### src/rtl/ptr_agu_pkg.sv
package ptr_agu_pkg;

    localparam int NPTR = 3;
    localparam int SELW = 2;

    typedef enum logic [2:0] {
        MODE_PLAIN   = 3'd0,
        MODE_POSTINC = 3'd1,
        MODE_PREDEC  = 3'd2,
        MODE_DISP    = 3'd3,
        MODE_DIRECT  = 3'd4
    } agu_mode_e;

    typedef enum logic [1:0] {
        PSEL_X = 2'd0,
        PSEL_Y = 2'd1,
        PSEL_Z = 2'd2
    } agu_psel_e;

    typedef enum logic [1:0] {
        PH_IDLE = 2'd0,
        PH_ADDR = 2'd1,
        PH_XFER = 2'd2
    } agu_phase_e;

endpackage

### src/rtl/ptr_agu_ptrfile.sv
module ptr_agu_ptrfile
    import ptr_agu_pkg::*;
#(
    parameter int AW = 16
) (
    input  logic                 clk,
    input  logic                 rst_n,
    input  logic                 ld_en,
    input  logic [SELW-1:0]      ld_sel,
    input  logic [AW-1:0]        ld_data,
    input  logic                 wb_en,
    input  logic [SELW-1:0]      wb_sel,
    input  logic [AW-1:0]        wb_data,
    output logic [NPTR*AW-1:0]   ptr_flat
);

    logic [AW-1:0] ptr_d [NPTR];
    logic [AW-1:0] ptr_q [NPTR];

    for (genvar i = 0; i < NPTR; i++) begin : g_ptr
        localparam logic [SELW-1:0] MY_SEL = SELW'(i);

        always_comb begin
            ptr_d[i] = ptr_q[i];
            if (ld_en && ld_sel == MY_SEL) begin
                ptr_d[i] = ld_data;
            end
            // write-back has priority over the load port
            if (wb_en && wb_sel == MY_SEL) begin
                ptr_d[i] = wb_data;
            end
        end

        always_ff @(posedge clk or negedge rst_n) begin
            if (!rst_n) begin
                ptr_q[i] <= '0;
            end else begin
                ptr_q[i] <= ptr_d[i];
            end
        end

        assign ptr_flat[i*AW +: AW] = ptr_q[i];
    end

endmodule

### src/rtl/ptr_agu_ea.sv
module ptr_agu_ea
    import ptr_agu_pkg::*;
#(
    parameter int AW = 16,
    parameter int DW = 6
) (
    input  logic [2:0]       mode,
    input  logic [SELW-1:0]  sel,
    input  logic [AW-1:0]    base,
    input  logic [DW-1:0]    disp,
    input  logic [AW-1:0]    imm,
    output logic [AW-1:0]    ea,
    output logic [AW-1:0]    upd_val,
    output logic             upd_need,
    output logic             legal
);

    logic [AW-1:0] disp_ext;
    logic          ptr_ok;

    if (DW < AW) begin : g_zext
        assign disp_ext = {{(AW-DW){1'b0}}, disp};
    end else begin : g_trunc
        assign disp_ext = disp[AW-1:0];
    end

    assign ptr_ok = (int'(sel) < NPTR);

    always_comb begin
        ea       = base;
        upd_val  = base;
        upd_need = 1'b0;
        legal    = 1'b0;
        case (mode)
            MODE_PLAIN: begin
                legal = ptr_ok;
            end
            MODE_POSTINC: begin
                upd_val  = base + AW'(1);
                upd_need = 1'b1;
                legal    = ptr_ok;
            end
            MODE_PREDEC: begin
                ea       = base - AW'(1);
                upd_val  = base - AW'(1);
                upd_need = 1'b1;
                legal    = ptr_ok;
            end
            MODE_DISP: begin
                ea    = base + disp_ext;
                legal = ptr_ok && (sel != PSEL_X);
            end
            MODE_DIRECT: begin
                ea    = imm;
                legal = 1'b1;
            end
            default: begin
                legal = 1'b0;
            end
        endcase
    end

endmodule

### src/rtl/ptr_agu_seq.sv
module ptr_agu_seq
    import ptr_agu_pkg::*;
#(
    parameter int AW = 16
) (
    input  logic                 clk,
    input  logic                 rst_n,
    input  logic                 cmd_valid,
    input  logic [SELW-1:0]      cmd_ptr,
    input  logic                 cmd_write,
    input  logic [AW-1:0]        ea,
    input  logic [AW-1:0]        upd_val,
    input  logic                 upd_need,
    input  logic                 legal,
    output logic [AW-1:0]        mem_addr,
    output logic                 mem_rd,
    output logic                 mem_wr,
    output logic                 busy,
    output logic                 cmd_illegal,
    output logic                 wb_en,
    output logic [SELW-1:0]      wb_sel,
    output logic [AW-1:0]        wb_data
);

    typedef struct packed {
        agu_phase_e        phase;
        logic [AW-1:0]     addr;
        logic [AW-1:0]     upd;
        logic [SELW-1:0]   upd_sel;
        logic              upd_need;
        logic              is_wr;
        logic              strobe;
        logic              illegal;
    } seq_s;

    seq_s st_d, st_q;

    always_comb begin
        st_d         = st_q;
        st_d.strobe  = 1'b0;
        st_d.illegal = 1'b0;
        case (st_q.phase)
            PH_IDLE: begin
                if (cmd_valid) begin
                    if (legal) begin
                        st_d.phase    = PH_ADDR;
                        st_d.addr     = ea;
                        st_d.upd      = upd_val;
                        st_d.upd_sel  = cmd_ptr;
                        st_d.upd_need = upd_need;
                        st_d.is_wr    = cmd_write;
                    end else begin
                        st_d.illegal  = 1'b1;
                    end
                end
            end
            PH_ADDR: begin
                st_d.phase  = PH_XFER;
                st_d.strobe = 1'b1;
            end
            PH_XFER: begin
                st_d.phase    = PH_IDLE;
                st_d.upd_need = 1'b0;
            end
            default: begin
                st_d.phase = PH_IDLE;
            end
        endcase
    end

    always_ff @(posedge clk or negedge rst_n) begin
        if (!rst_n) begin
            st_q <= '0;
        end else begin
            st_q <= st_d;
        end
    end

    assign mem_addr    = st_q.addr;
    assign busy        = (st_q.phase != PH_IDLE);
    assign mem_rd      = st_q.strobe && !st_q.is_wr;
    assign mem_wr      = st_q.strobe && st_q.is_wr;
    assign cmd_illegal = st_q.illegal;
    assign wb_en       = (st_q.phase == PH_ADDR) && st_q.upd_need;
    assign wb_sel      = st_q.upd_sel;
    assign wb_data     = st_q.upd;

endmodule

### src/rtl/ptr_agu.sv
module ptr_agu
    import ptr_agu_pkg::*;
#(
    parameter int AW = 16,
    parameter int DW = 6
) (
    input  logic              clk,
    input  logic              rst_n,
    input  logic              cmd_valid,
    input  logic [2:0]        cmd_mode,
    input  logic [1:0]        cmd_ptr,
    input  logic              cmd_write,
    input  logic [DW-1:0]     cmd_disp,
    input  logic [AW-1:0]     cmd_imm,
    input  logic              ld_en,
    input  logic [1:0]        ld_sel,
    input  logic [AW-1:0]     ld_data,
    output logic [AW-1:0]     mem_addr,
    output logic              mem_rd,
    output logic              mem_wr,
    output logic              busy,
    output logic              cmd_illegal
);

    logic [NPTR*AW-1:0] ptr_flat;
    logic [AW-1:0]      base;
    logic [AW-1:0]      ea;
    logic [AW-1:0]      upd_val;
    logic               upd_need;
    logic               legal;
    logic               wb_en;
    logic [SELW-1:0]    wb_sel;
    logic [AW-1:0]      wb_data;

    always_comb begin
        base = '0;
        for (int i = 0; i < NPTR; i++) begin
            if (cmd_ptr == SELW'(i)) begin
                base = ptr_flat[i*AW +: AW];
            end
        end
    end

    ptr_agu_ptrfile #(.AW(AW)) u_ptrfile (
        .clk      (clk),
        .rst_n    (rst_n),
        .ld_en    (ld_en),
        .ld_sel   (ld_sel),
        .ld_data  (ld_data),
        .wb_en    (wb_en),
        .wb_sel   (wb_sel),
        .wb_data  (wb_data),
        .ptr_flat (ptr_flat)
    );

    ptr_agu_ea #(.AW(AW), .DW(DW)) u_ea (
        .mode     (cmd_mode),
        .sel      (cmd_ptr),
        .base     (base),
        .disp     (cmd_disp),
        .imm      (cmd_imm),
        .ea       (ea),
        .upd_val  (upd_val),
        .upd_need (upd_need),
        .legal    (legal)
    );

    ptr_agu_seq #(.AW(AW)) u_seq (
        .clk         (clk),
        .rst_n       (rst_n),
        .cmd_valid   (cmd_valid),
        .cmd_ptr     (cmd_ptr),
        .cmd_write   (cmd_write),
        .ea          (ea),
        .upd_val     (upd_val),
        .upd_need    (upd_need),
        .legal       (legal),
        .mem_addr    (mem_addr),
        .mem_rd      (mem_rd),
        .mem_wr      (mem_wr),
        .busy        (busy),
        .cmd_illegal (cmd_illegal),
        .wb_en       (wb_en),
        .wb_sel      (wb_sel),
        .wb_data     (wb_data)
    );

endmodule

### config.mk
export PLATFORM = sky130hd
export DESIGN_NAME = ptr_agu
export DESIGN_NICKNAME = d
export VERILOG_FILES = /design/src/rtl/ptr_agu_pkg.sv /design/src/rtl/ptr_agu_ptrfile.sv /design/src/rtl/ptr_agu_ea.sv /design/src/rtl/ptr_agu_seq.sv /design/src/rtl/ptr_agu.sv
export SDC_FILE = /design/constraint.sdc
export NUM_CORES = 1
export LEC_CHECK = 0
export BUFFER_PORTS_ARGS = -buffer_cell sky130_fd_sc_hd__buf_2
export CAP_MARGIN = 20
export CORE_ASPECT_RATIO = 0.9
export CORE_MARGIN = 4
export CORE_UTILIZATION = 34
export DETAILED_ROUTE_END_ITERATION = 16
export PLACE_DENSITY = 0.61
export SLEW_MARGIN = 20
export SYNTH_ARGS = -nofsm -noshare
export SYNTH_HDL_FRONTEND = slang
export SYNTH_SLANG_ARGS = --single-unit
export TNS_END_PERCENT = 50
### constraint.sdc
create_clock -name clk -period 7 [get_ports clk]
set_input_delay 0.35 -clock clk [delete_from_list [all_inputs] [get_ports clk]]
set_output_delay 0.35 -clock clk [all_outputs]
set_load 0.05 [all_outputs]
==> flow_summary.ini, run 1 <==
[worst_setup_path]
required_ns = 7.25
worstSetupPathType = input port to register
start_kind = input port
reg2regPathDepth = 13
worst_ep_arrival_time_ns = 4.17
rr_startpoint = u_ptrfile.ptr_flat[16]
cp-end-kind = register
cp_max_fo = 32
r2r_end = u_seq.mem_addr[14]
max_stage_delay_ns = 0.85
cp_slowest_cell = ha_1
critPathBufInv = 3
cp-startpoint = cmd_ptr[1]
worstPathCellList = buf_2 > inv_1 > ha_1 > a21oi_1 > a2bb2oi_2 > ha_1 > inv_1 > fa_1 > nand2b_1 > a21oi_1 > o21a_1 > nor2_1 > nor4_1 > xor2_1 > a211oi_1 > o21ai_1
cp_num_cells = 16
crit_end = u_seq.mem_addr[14]
reg2reg_slack_ns = 3.88
cp_top_family = adder cells

[finish]
fin_util_pct = 39.4
nNetsFinal = 799
drive_above_1_share_pct = 16.6
area_growth_pct = 12.0
num_antenna_cells = 0
stdcell_count = 975
final_area_um2 = 6770

[die]
io_pins = 70
die_area_um2 = 20000
fp-row-count = 45
die_h_um = 134
die_width_um = 149
initial_core_util_pct = 35.2
design.core.area_um2 = 17200

[timing]
fin_ws_ns = 3.08
finClkSkew_ns = 0.00878
relSlewSlack_pct = 29.7
max_freq_ghz = 0.255
tns_ns = 0
min_period_over_period_pct = 56.0
report.final.slew_viol_count = 0
setup_viol = 0
final_hold_viol_count = 0
rsz0062_at_grt = no
worst_pin_slew_ns = 1.05
min_period_ns = 3.92

[global_route]
grt_max_degree = 56
gr-usage-met3_pct = 4.26
grt_overflow = 0
grt_util_met2_pct = 27.6
antenna_found_initial = 0
grt_usage_pct = 17.5
grt-busiest-layer = met2
grt_pass1_vias = 5198
grt_pass1_wl_mm = 27.9
use_met1_pct = 24.5

[drt]
avgRoutedWirePerCell_um = 17.6
dr.first_iter.drc_count = 492
via_per_inst = 5.40
vias = 5265
detail-route-antenna-nets = 0
routed_wl_mm = 17.1
drc = 0
drt_first_pass_iters = 5

[cts]
clockBufferDepth = 2
clkTransAtPathRegs_ns = 0.07
worstSkewPairLatency_ns = 0.36
clock-root-buffer = clkbuf_16
cts_num_sinks = 88
cts.htree.levels = 3
cts_made_buffers = 9
cts_resized = 0
cts_tree = yes

[yosys]
syn_area_per_cell_um2 = 8.55
synth_nets = 771
synth_common_cells = 106 x nand2_1, 91 x o21ai_0, 88 x dfrtp_1, 50 x nor2_1, 49 x mux2i_1
yosysTopAreaCell = dfrtp_1
yosys_warnings = 0
synthArstFlopShare_pct = 100
seq_area_frac_synth_pct = 36.4
synth-seq-cells = 88
synth.most_common_cell = nand2_1
synth-edff-count = 0
synthesis.area_um2 = 6040
yosys_most_used_dff = dfrtp_1
synthCells = 707
ys_types = 62
synth_top_area_share_pct = 36.4
synth.area.top_cells = dfrtp_1 36%, mux2i_1 8.1%, o21ai_0 7.5%

[power]
peakVddDrop_uv = 184
p_switching_uw = 757
p_int_mw = 1.20
p_clk_share_pct = 27.7
powerDensity_nw_per_um2 = 289
p_leak_nw = 2.88
sw_frac_of_total_pct = 38.6
combPwrFrac_pct = 33.0
seqPwrFrac_pct = 39.2

[place]
routabilityCongestion = 0.919
dp_hpwl_mm = 12.2
dpl_cell_area_um2 = 6430
place_inst = 958
io_buffer_count = 69
place_ws_ns = 2.64

[worst_hold_path]
hp-class = input port to register
hp-start = cmd_write

[run]
cap_violations = 0

[status]
status = completed
worst min path at each step:
| stage | end | slack, ns | depth (start not counted) |
|---|---|---|---|
| floorplan | u_ptrfile.ptr_flat[0] | 0.05 | 0 |
| global placement | u_ptrfile.ptr_flat[14] | 0.33 | 1 |
| detailed placement | u_ptrfile.ptr_flat[14] | 0.33 | 1 |
| CTS | u_seq.st_q[2] | 0.18 | 3 |
| global route | u_seq.st_q[2] | 0.19 | 3 |
| finish | u_seq.st_q[2] | 0.18 | 3 |
layout make-up:
cell class | count | area (um^2)
clock buffer | 9 | 225
clock inverter | 7 | 103
tap | 235 | 294
fill | 1780 | 10400
multi-input combinational | 543 | 3460
timing repair buffer | 79 | 425
sequential | 88 | 2200
inverter | 14 | 55.1
metrics by stage:
step | power, mW | hold slack (ns)
2_1_floorplan | 1.28 | 0.0544
3_3_place_gp | 1.41 | 0.332
3_5_place_dp | 1.42 | 0.332
4_1_cts | 1.97 | 0.179
5_1_grt | 2.08 | 0.192
6_report | 1.96 | 0.182
worst register-to-register path: cells and delay by family, from the launching register on:
kind                     cells  cell delay, ns
AO/OA/AOI/OAI                6            1.30
XOR/XNOR                     1            0.11
adder cells (fa/ha/maj)      2            0.66
buffers and inverters        1            0.06
flip-flops                   1            0.35
AND/OR/NAND/NOR              3            0.53
flip-flops by register name (all words and copies together) (netlist names):
signal / count
u_seq.cmd_illegal: 1
u_ptrfile.ptr_flat: 48
u_seq.mem_addr: 16
u_seq.st_q: 5
u_seq.wb_data: 16
u_seq.wb_sel: 2
logic make-up (layout without fill, tap and decap cells):
kind of cell	Yosys count	count (layout)	synth area share, %
AND/OR/NAND/NOR	243	243	19.4
AO/OA/AOI/OAI	205	205	21.6
flip-flops	88	88	36.4
buffers and inverters	76	109	6.65
multiplexers	51	51	8.49
XOR/XNOR	30	30	4.35
adder cells (fa/ha/maj)	14	14	3.02
routing by layer:
| metal | part of all wire, % | vias to the layer above |
|---|---|---|
| met5 | 0 | - |
| met4 | 1.8 | 0 |
| met3 | 5.8 | 35 |
| met2 | 46 | 168 |
| met1 | 46 | 2516 |
| li1 | - | 2546 |
power groups by stage:
stage | sequential [mW] | clock [mW] | combinational, mW
floorplan | 0.741 | 0 | 0.542
global placement | 0.776 | 0 | 0.639
detailed placement | 0.778 | 0 | 0.646
CTS | 0.770 | 0.551 | 0.648
global route | 0.790 | 0.576 | 0.713
finish | 0.769 | 0.544 | 0.647
layout by cell type, fill, tap and decap left out, types with 3 or more instances in the layout:
| master | Yosys | layout |
|---|---|---|
| a22o_1 | 4 | 4 |
| a21o_1 | 4 | 4 |
| clkbuf_16 | 0 | 9 |
| mux2i_1 | 49 | 49 |
| nor2_1 | 50 | 50 |
| a22oi_1 | 7 | 7 |
| nor3b_2 | 0 | 3 |
| nand2_1 | 106 | 106 |
| xor2_1 | 13 | 13 |
| dfrtp_1 | 88 | 88 |
| a21oi_1 | 31 | 31 |
| or2_2 | 3 | 3 |
| ha_1 | 13 | 12 |
| o22a_1 | 3 | 3 |
| o22ai_1 | 7 | 7 |
| nand3b_1 | 18 | 18 |
| nand3_1 | 10 | 10 |
| a221oi_1 | 3 | 3 |
| nor2b_1 | 10 | 10 |
| nand2b_1 | 7 | 7 |
| a211oi_1 | 10 | 10 |
| nand4_1 | 7 | 7 |
| buf_4 | 21 | 10 |
| inv_1 | 13 | 13 |
| o21a_1 | 3 | 3 |
| buf_2 | 4 | 68 |
| a31oi_1 | 7 | 7 |
| a2bb2oi_2 | 7 | 7 |
| nor3_1 | 13 | 12 |
| o21ai_1 | 11 | 11 |
| xnor2_1 | 17 | 17 |
| o21ai_0 | 91 | 91 |
repair_timing:
item | in CTS | in global routing
endpoints found under the hold margin | 33 | 0
hold buffers | 1 | 0
setup buffers | 0 | 0
Note: power is estimated with default switching activity, not from simulation.
==> run 2: changes to the inputs <==
- ABC_AREA: not set -> 1
- clock period: 7 -> 3.81 ns (I/O delays scaled with it)
==> flow_summary.ini, run 2 <==
[status]
status = finished, violations left
violations = hold timing

[yosys]
seq_area_frac_synth_pct = 34.4
synth.most_common_cell = nand2_1
yosys_most_used_dff = dfrtp_1
synth-seq-cells = 88
synthCells = 912
synth.area.top_cells = dfrtp_1 34%, nand3_1 14%, nand2_1 13%
yosysTopAreaCell = dfrtp_1
synth_compound_area_share_pct = 15.1
synth-xor-area-share_pct = 0.137
synth-edff-count = 0
synth_top_family_by_area = simple AND/OR/NAND/NOR gates
synth_mux_area_share_pct = 0
syn_area_per_cell_um2 = 7.01
synth_common_cells = 217 x nand2_1, 174 x nand3_1, 88 x dfrtp_1, 88 x inv_1, 58 x nor2_1
synth_nets = 976
yosys_warnings = 0
ys_types = 42
synthesis.area_um2 = 6400
yosys.area_share.simple_pct = 36.7
synth_top_area_share_pct = 34.4
synthArstFlopShare_pct = 100
synth_adder_area_share_pct = 2.86

[global_route]
grt_pass1_vias = 6083
grt_max_degree = 72
grt_pass1_wl_mm = 32.2
antenna_found_initial = 0
grt_overflow = 0
grt_usage_pct = 18.5

[timing]
worst_pin_slew_ns = 0.946
fin_ws_ns = 1.02
rsz0062_at_grt = no
report.final.slew_viol_count = 0
hold_ws_ns = -0.0283
min_period_over_period_pct = 73.2
finClkSkew_ns = 0.0102
min_period_ns = 2.79
setup_viol = 0
max_freq_ghz = 0.358
tns_ns = 0
final_hold_viol_count = 35
relSlewSlack_pct = 36.9

[power]
p_clk_share_pct = 27.6
p_switching_mw = 1.36
peakVddDrop_uv = 336
powerDensity_nw_per_um2 = 476
combPwrFrac_pct = 34.3
p_leak_nw = 3.37
sw_frac_of_total_pct = 40.1
seqPwrFrac_pct = 38.1
p_int_mw = 2.03

[drt]
detail-route-antenna-nets = 0
dr.first_iter.drc_count = 470
vias = 6220
avgRoutedWirePerCell_um = 16.3
drt_first_pass_iters = 5
routed_wl_mm = 19.5
via_per_inst = 5.19
drc = 0

[finish]
largest_reg_flops = 48
stdcell_count = 1199
final_common_cell = nand2_1
area_growth_pct = 11.5
fin_util_pct = 38.7
layout_common_cells = 217 x nand2_1, 174 x nand3_1, 88 x inv_1, 88 x dfrtp_1, 68 x buf_2
nNetsFinal = 1013
drive_above_1_share_pct = 16.7
num_antenna_cells = 0

[worst_setup_path]
start_kind = input port
cp_max_fo = 19
rr_startpoint = u_ptrfile.ptr_flat[21]
reg2regPathDepth = 16
cp-end-kind = register
worstSetupPathType = input port to register
worst_ep_arrival_time_ns = 3.03
cp-startpoint = cmd_ptr[1]
required_ns = 4.05

[cts]
cts_num_sinks = 88
clockBufferDepth = 2
cts_made_buffers = 9
worstSkewPairLatency_ns = 0.36
clkTransAtPathRegs_ns = 0.07
cts_hold_buf = 0
clock-root-buffer = clkbuf_16
cts.htree.levels = 3
cts_resized = 0
cts_setup_buffers = 0
cts_tree = yes

[place]
place_ws_ns = 0.699
dp_hpwl_mm = 13.8
io_buffer_count = 69
place_inst = 1183
routabilityCongestion = 0.867

[die]
die_width_um = 153
die_h_um = 138
die_area_um2 = 21100
io_pins = 70
design.core.area_um2 = 18400
initial_core_util_pct = 34.7
fp-row-count = 47

[run]
cap_violations = 0

[worst_hold_path]
hp-class = input port to async pin
-- run 2: cell types whose count changed after synthesis, moves of 11 or more --
cell      change
mux2i_1      -49
nand3_1     +164
nand2_1     +111
o21ai_0      -64
nand2_2      +13
xor2_1       -13
nor2_2       +11
xnor2_1      -16
nand3b_1     -15
o211ai_1     +39
inv_1        +75
-- run 2: power groups by stage --
stage | Combinational, mW | Sequential [mW] | Clock [mW]
6_report | 1.16 | 1.29 | 0.936
5_1_grt | 1.31 | 1.32 | 0.993
4_1_cts | 1.17 | 1.29 | 0.949
3_5_place_dp | 1.17 | 1.31 | 0
3_3_place_gp | 1.15 | 1.31 | 0
2_1_floorplan | 0.950 | 1.27 | 0
-- run 2: final timing paths --
| kind | to | slack [ns] |
|---|---|---|
| worst max-delay path | u_seq.mem_addr[12] | 1.02 |
| worst min-delay path | u_ptrfile.ptr_flat[9] | -0.03 |
| worst max register to register | u_seq.mem_addr[12] | 1.30 |
| worst min register to register | u_seq.mem_addr[13] | 0.47 |
| max in group asynchronous | u_seq.mem_addr[2] | 2.98 |
| min in group clk | u_seq.st_q[2] | 0.03 |
-- run 2: through the flow --
step                      hold WS [ns]  total power, mW  instance area (um^2)
final                          -0.0283             3.39                  7130
after global routing            0.0545             3.62                  7130
after CTS                       0.0243             3.41                  7130
after detailed placement         0.399             2.47                  6830
after global placement           0.393             2.46                  6830
after floorplan                 -0.105             2.22                  6400
-- run 2: critical path, cell delays in order --
cell and delay [ns]:
buf_2 0.10, inv_1 0.06, ha_1 0.23, buf_4 0.23, inv_2 0.27, nand3_1 0.11, nand2_1 0.08, nand2_1 0.11
inv_2 0.16, ha_1 0.16, inv_1 0.06, fa_1 0.39, inv_1 0.14, a21oi_1 0.16, nor2_4 0.19, nand3_1 0.08
nand3_1 0.10, nand3b_1 0.08, nand2_1 0.06, nand2_1 0.04
-- run 2: layer usage --
metal | track usage [%] | vias to the layer above | wire (um)
li1 | - | 3127 | -
met1 | 25.3 | 2912 | 8880
met2 | 31.4 | 168 | 9420
met3 | 3.47 | 13 | 1030
met4 | 3.05 | 0 | 182
met5 | 0 | - | 0
-- run 2: cell families (layout without fill, tap and decap cells) --
| logic type | count (synthesis) | after routing |
|---|---|---|
| and+or+nand+nor | 507 | 507 |
| buffers and inverters | 154 | 196 |
| AOI/OAI and AO/OA | 148 | 148 |
| DFF | 88 | 88 |
| adders and majority gates | 14 | 14 |
| xor gates and xnor gates | 1 | 1 |
-- run 2: area by class of cell --
cell class	count	area, um^2
sequential	88	2200
tap	245	307
clock buffer	12	246
timing repair buffer	84	460
clock inverter	4	52.6
multi-input combinational	670	3500
fill	1979	11300
inverter	96	360
==> run 3: changes to the inputs <==
- PLACE_DENSITY: 0.61 -> 0.63
- clock period: 3.81 -> 2.37 ns (I/O delays scaled with it)
==> flow_summary.ini, run 3 (synthesis results as in run 2) <==
[status]
status = completed

[power]
combPwrFrac_pct = 36.9
p_switching_mw = 2.30
p_clk_share_pct = 26.1
p_leak_nw = 3.62
sw_frac_of_total_pct = 40.9
seqPwrFrac_pct = 37.0
powerDensity_nw_per_um2 = 737
peakVddDrop_uv = 517
power_mw = 5.61
p_int_mw = 3.31

[worst_setup_path]
worst_ep_arrival_time_ns = 2.47
rr_startpoint = u_ptrfile.ptr_flat[16]
cp_slowest_cell = dfrtp_1
cp-end-kind = register
r2r_end = u_seq.mem_addr[2]
critPathBufInv = 4
crit_end = u_seq.mem_addr[2]
cp-startpoint = u_ptrfile.ptr_flat[16]
worstSetupPathType = register to register
required_ns = 2.62
max_stage_delay_ns = 0.38
cp_max_fo = 4
cp_top_family = compound AO/OA/AOI/OAI gates
start_kind = register
worstPathCellList = a21oi_1 > nand2_1 > nand2_1 > inv_2 > ha_1 > inv_1 > fa_2 > inv_2 > or2_2 > a32oi_1 > o2111ai_1 > o21ai_0 > inv_1
reg2regPathDepth = 13
cp_num_cells = 13
reg2reg_slack_ns = 0.14

[drt]
routed_wl_mm = 20.3
drc = 0
dr.first_iter.drc_count = 543
vias = 6506
detail-route-antenna-nets = 0
avgRoutedWirePerCell_um = 16.2
drt_first_pass_iters = 5
via_per_inst = 5.19

[die]
die_h_um = 138
initial_core_util_pct = 34.7
fp-row-count = 47
die_area_um2 = 21100
design.core.area_um2 = 18400
io_pins = 70
die_width_um = 153

[timing]
worst_pin_slew_ns = 0.716
report.final.slew_viol_count = 0
hold_ws_ns = 0.0115
min_period_over_period_pct = 93.9
relSlewSlack_pct = 52.2
min_period_ns = 2.23
finClkSkew_ns = 0.0103
setup_viol = 0
max_freq_ghz = 0.449
final_hold_viol_count = 0

[place]
routabilityCongestion = 0.897
place_inst = 1234
dp_hpwl_mm = 14.8
io_buffer_count = 69

[finish]
final_common_cell = nand2_1
fillers = 1958
num_antenna_cells = 0
area_growth_pct = 19.0
layout_common_cells = 214 x nand2_1, 172 x nand3_1, 88 x dfrtp_1
largest_reg_flops = 48
stdcell_count = 1253
nNetsFinal = 1067
fin_util_pct = 41.3
drive_above_1_share_pct = 22.8

[cts]
cts_made_buffers = 9
cts_tree = yes
clkTransAtPathRegs_ns = 0.07
clock-root-buffer = clkbuf_16
cts.htree.levels = 3
clockBufferDepth = 2
cts_num_sinks = 88
worstSkewPairLatency_ns = 0.36

[global_route]
grt_usage_pct = 19.5
grt_overflow = 0
antenna_found_initial = 0
grt_max_degree = 65
grt_pass1_vias = 6505
grt_pass1_wl_mm = 33.6

[run]
cap_violations = 0

[worst_hold_path]
hold_depth = 3
hp-class = input port to register
hp-start = cmd_valid
run 3: through the flow:
stage | instance area [um^2] | setup TNS, ns | worst slack, ns
finish | 7610 | 0 | 0.144
global route | 7610 | -0.0637 | -0.0284
CTS | 7550 | 0 | 0.0799
detailed placement | 7230 | -2.02 | -0.335
global placement | 7230 | -1.42 | -0.285
floorplan | 6400 | 0 | 0.0906
run 3: power by group through the flow:
| stage | logic, mW | registers, mW | clock network (mW) |
|---|---|---|---|
| floorplan | 1.53 | 2.03 | 0 |
| global placement | 2.02 | 2.09 | 0 |
| detailed placement | 2.04 | 2.10 | 0 |
| CTS | 2.06 | 2.07 | 1.49 |
| global route | 2.31 | 2.12 | 1.55 |
| finish | 2.07 | 2.07 | 1.46 |
run 3: final cells by class:
class                   count  area, um^2  area share, %
multi-input cells         670        3570           46.9
flip-flops and latches     88        2200           28.9
repair buffers            138         883           11.6
inverters                  96         360           4.74
well taps                 245         307           4.03
clock buffers              10         239           3.14
clock inverters             6        51.3          0.674
run 3: how the worst min path moves through the flow:
| stage | end |
|---|---|
| after floorplan | u_ptrfile.ptr_flat[0] |
| after global placement | u_ptrfile.ptr_flat[25] |
| after detailed placement | u_ptrfile.ptr_flat[25] |
| after CTS | u_seq.cmd_illegal |
| after global routing | u_seq.cmd_illegal |
| final | u_seq.cmd_illegal |
run 3: tightest hold or removal path, stage by stage:
cell	delay (ns)
buf_2	0.10
inv_1	0.06
nor3_1	0.05
run 3: what timing repair did:
| item | 4_1_cts | 5_1_grt |
|---|---|---|
| buffers inserted | 0 | 1 |
| gates resized for setup | 3 | 17 |
| endpoints found under the hold margin | 25 | 0 |
| endpoints found under the setup margin | 1 | 10 |
| hold buffers | 2 | 0 |
| pin swaps | 0 | 5 |
| cloned | 0 | 0 |
run 3: layer usage:
layer,share of wire [%],global-route usage [%],up-vias
li1,-,-,3236
met1,46,26.2,3081
met2,48,32.8,166
met3,4.2,3.25,23
met4,1.5,4.83,0
met5,0,0,-
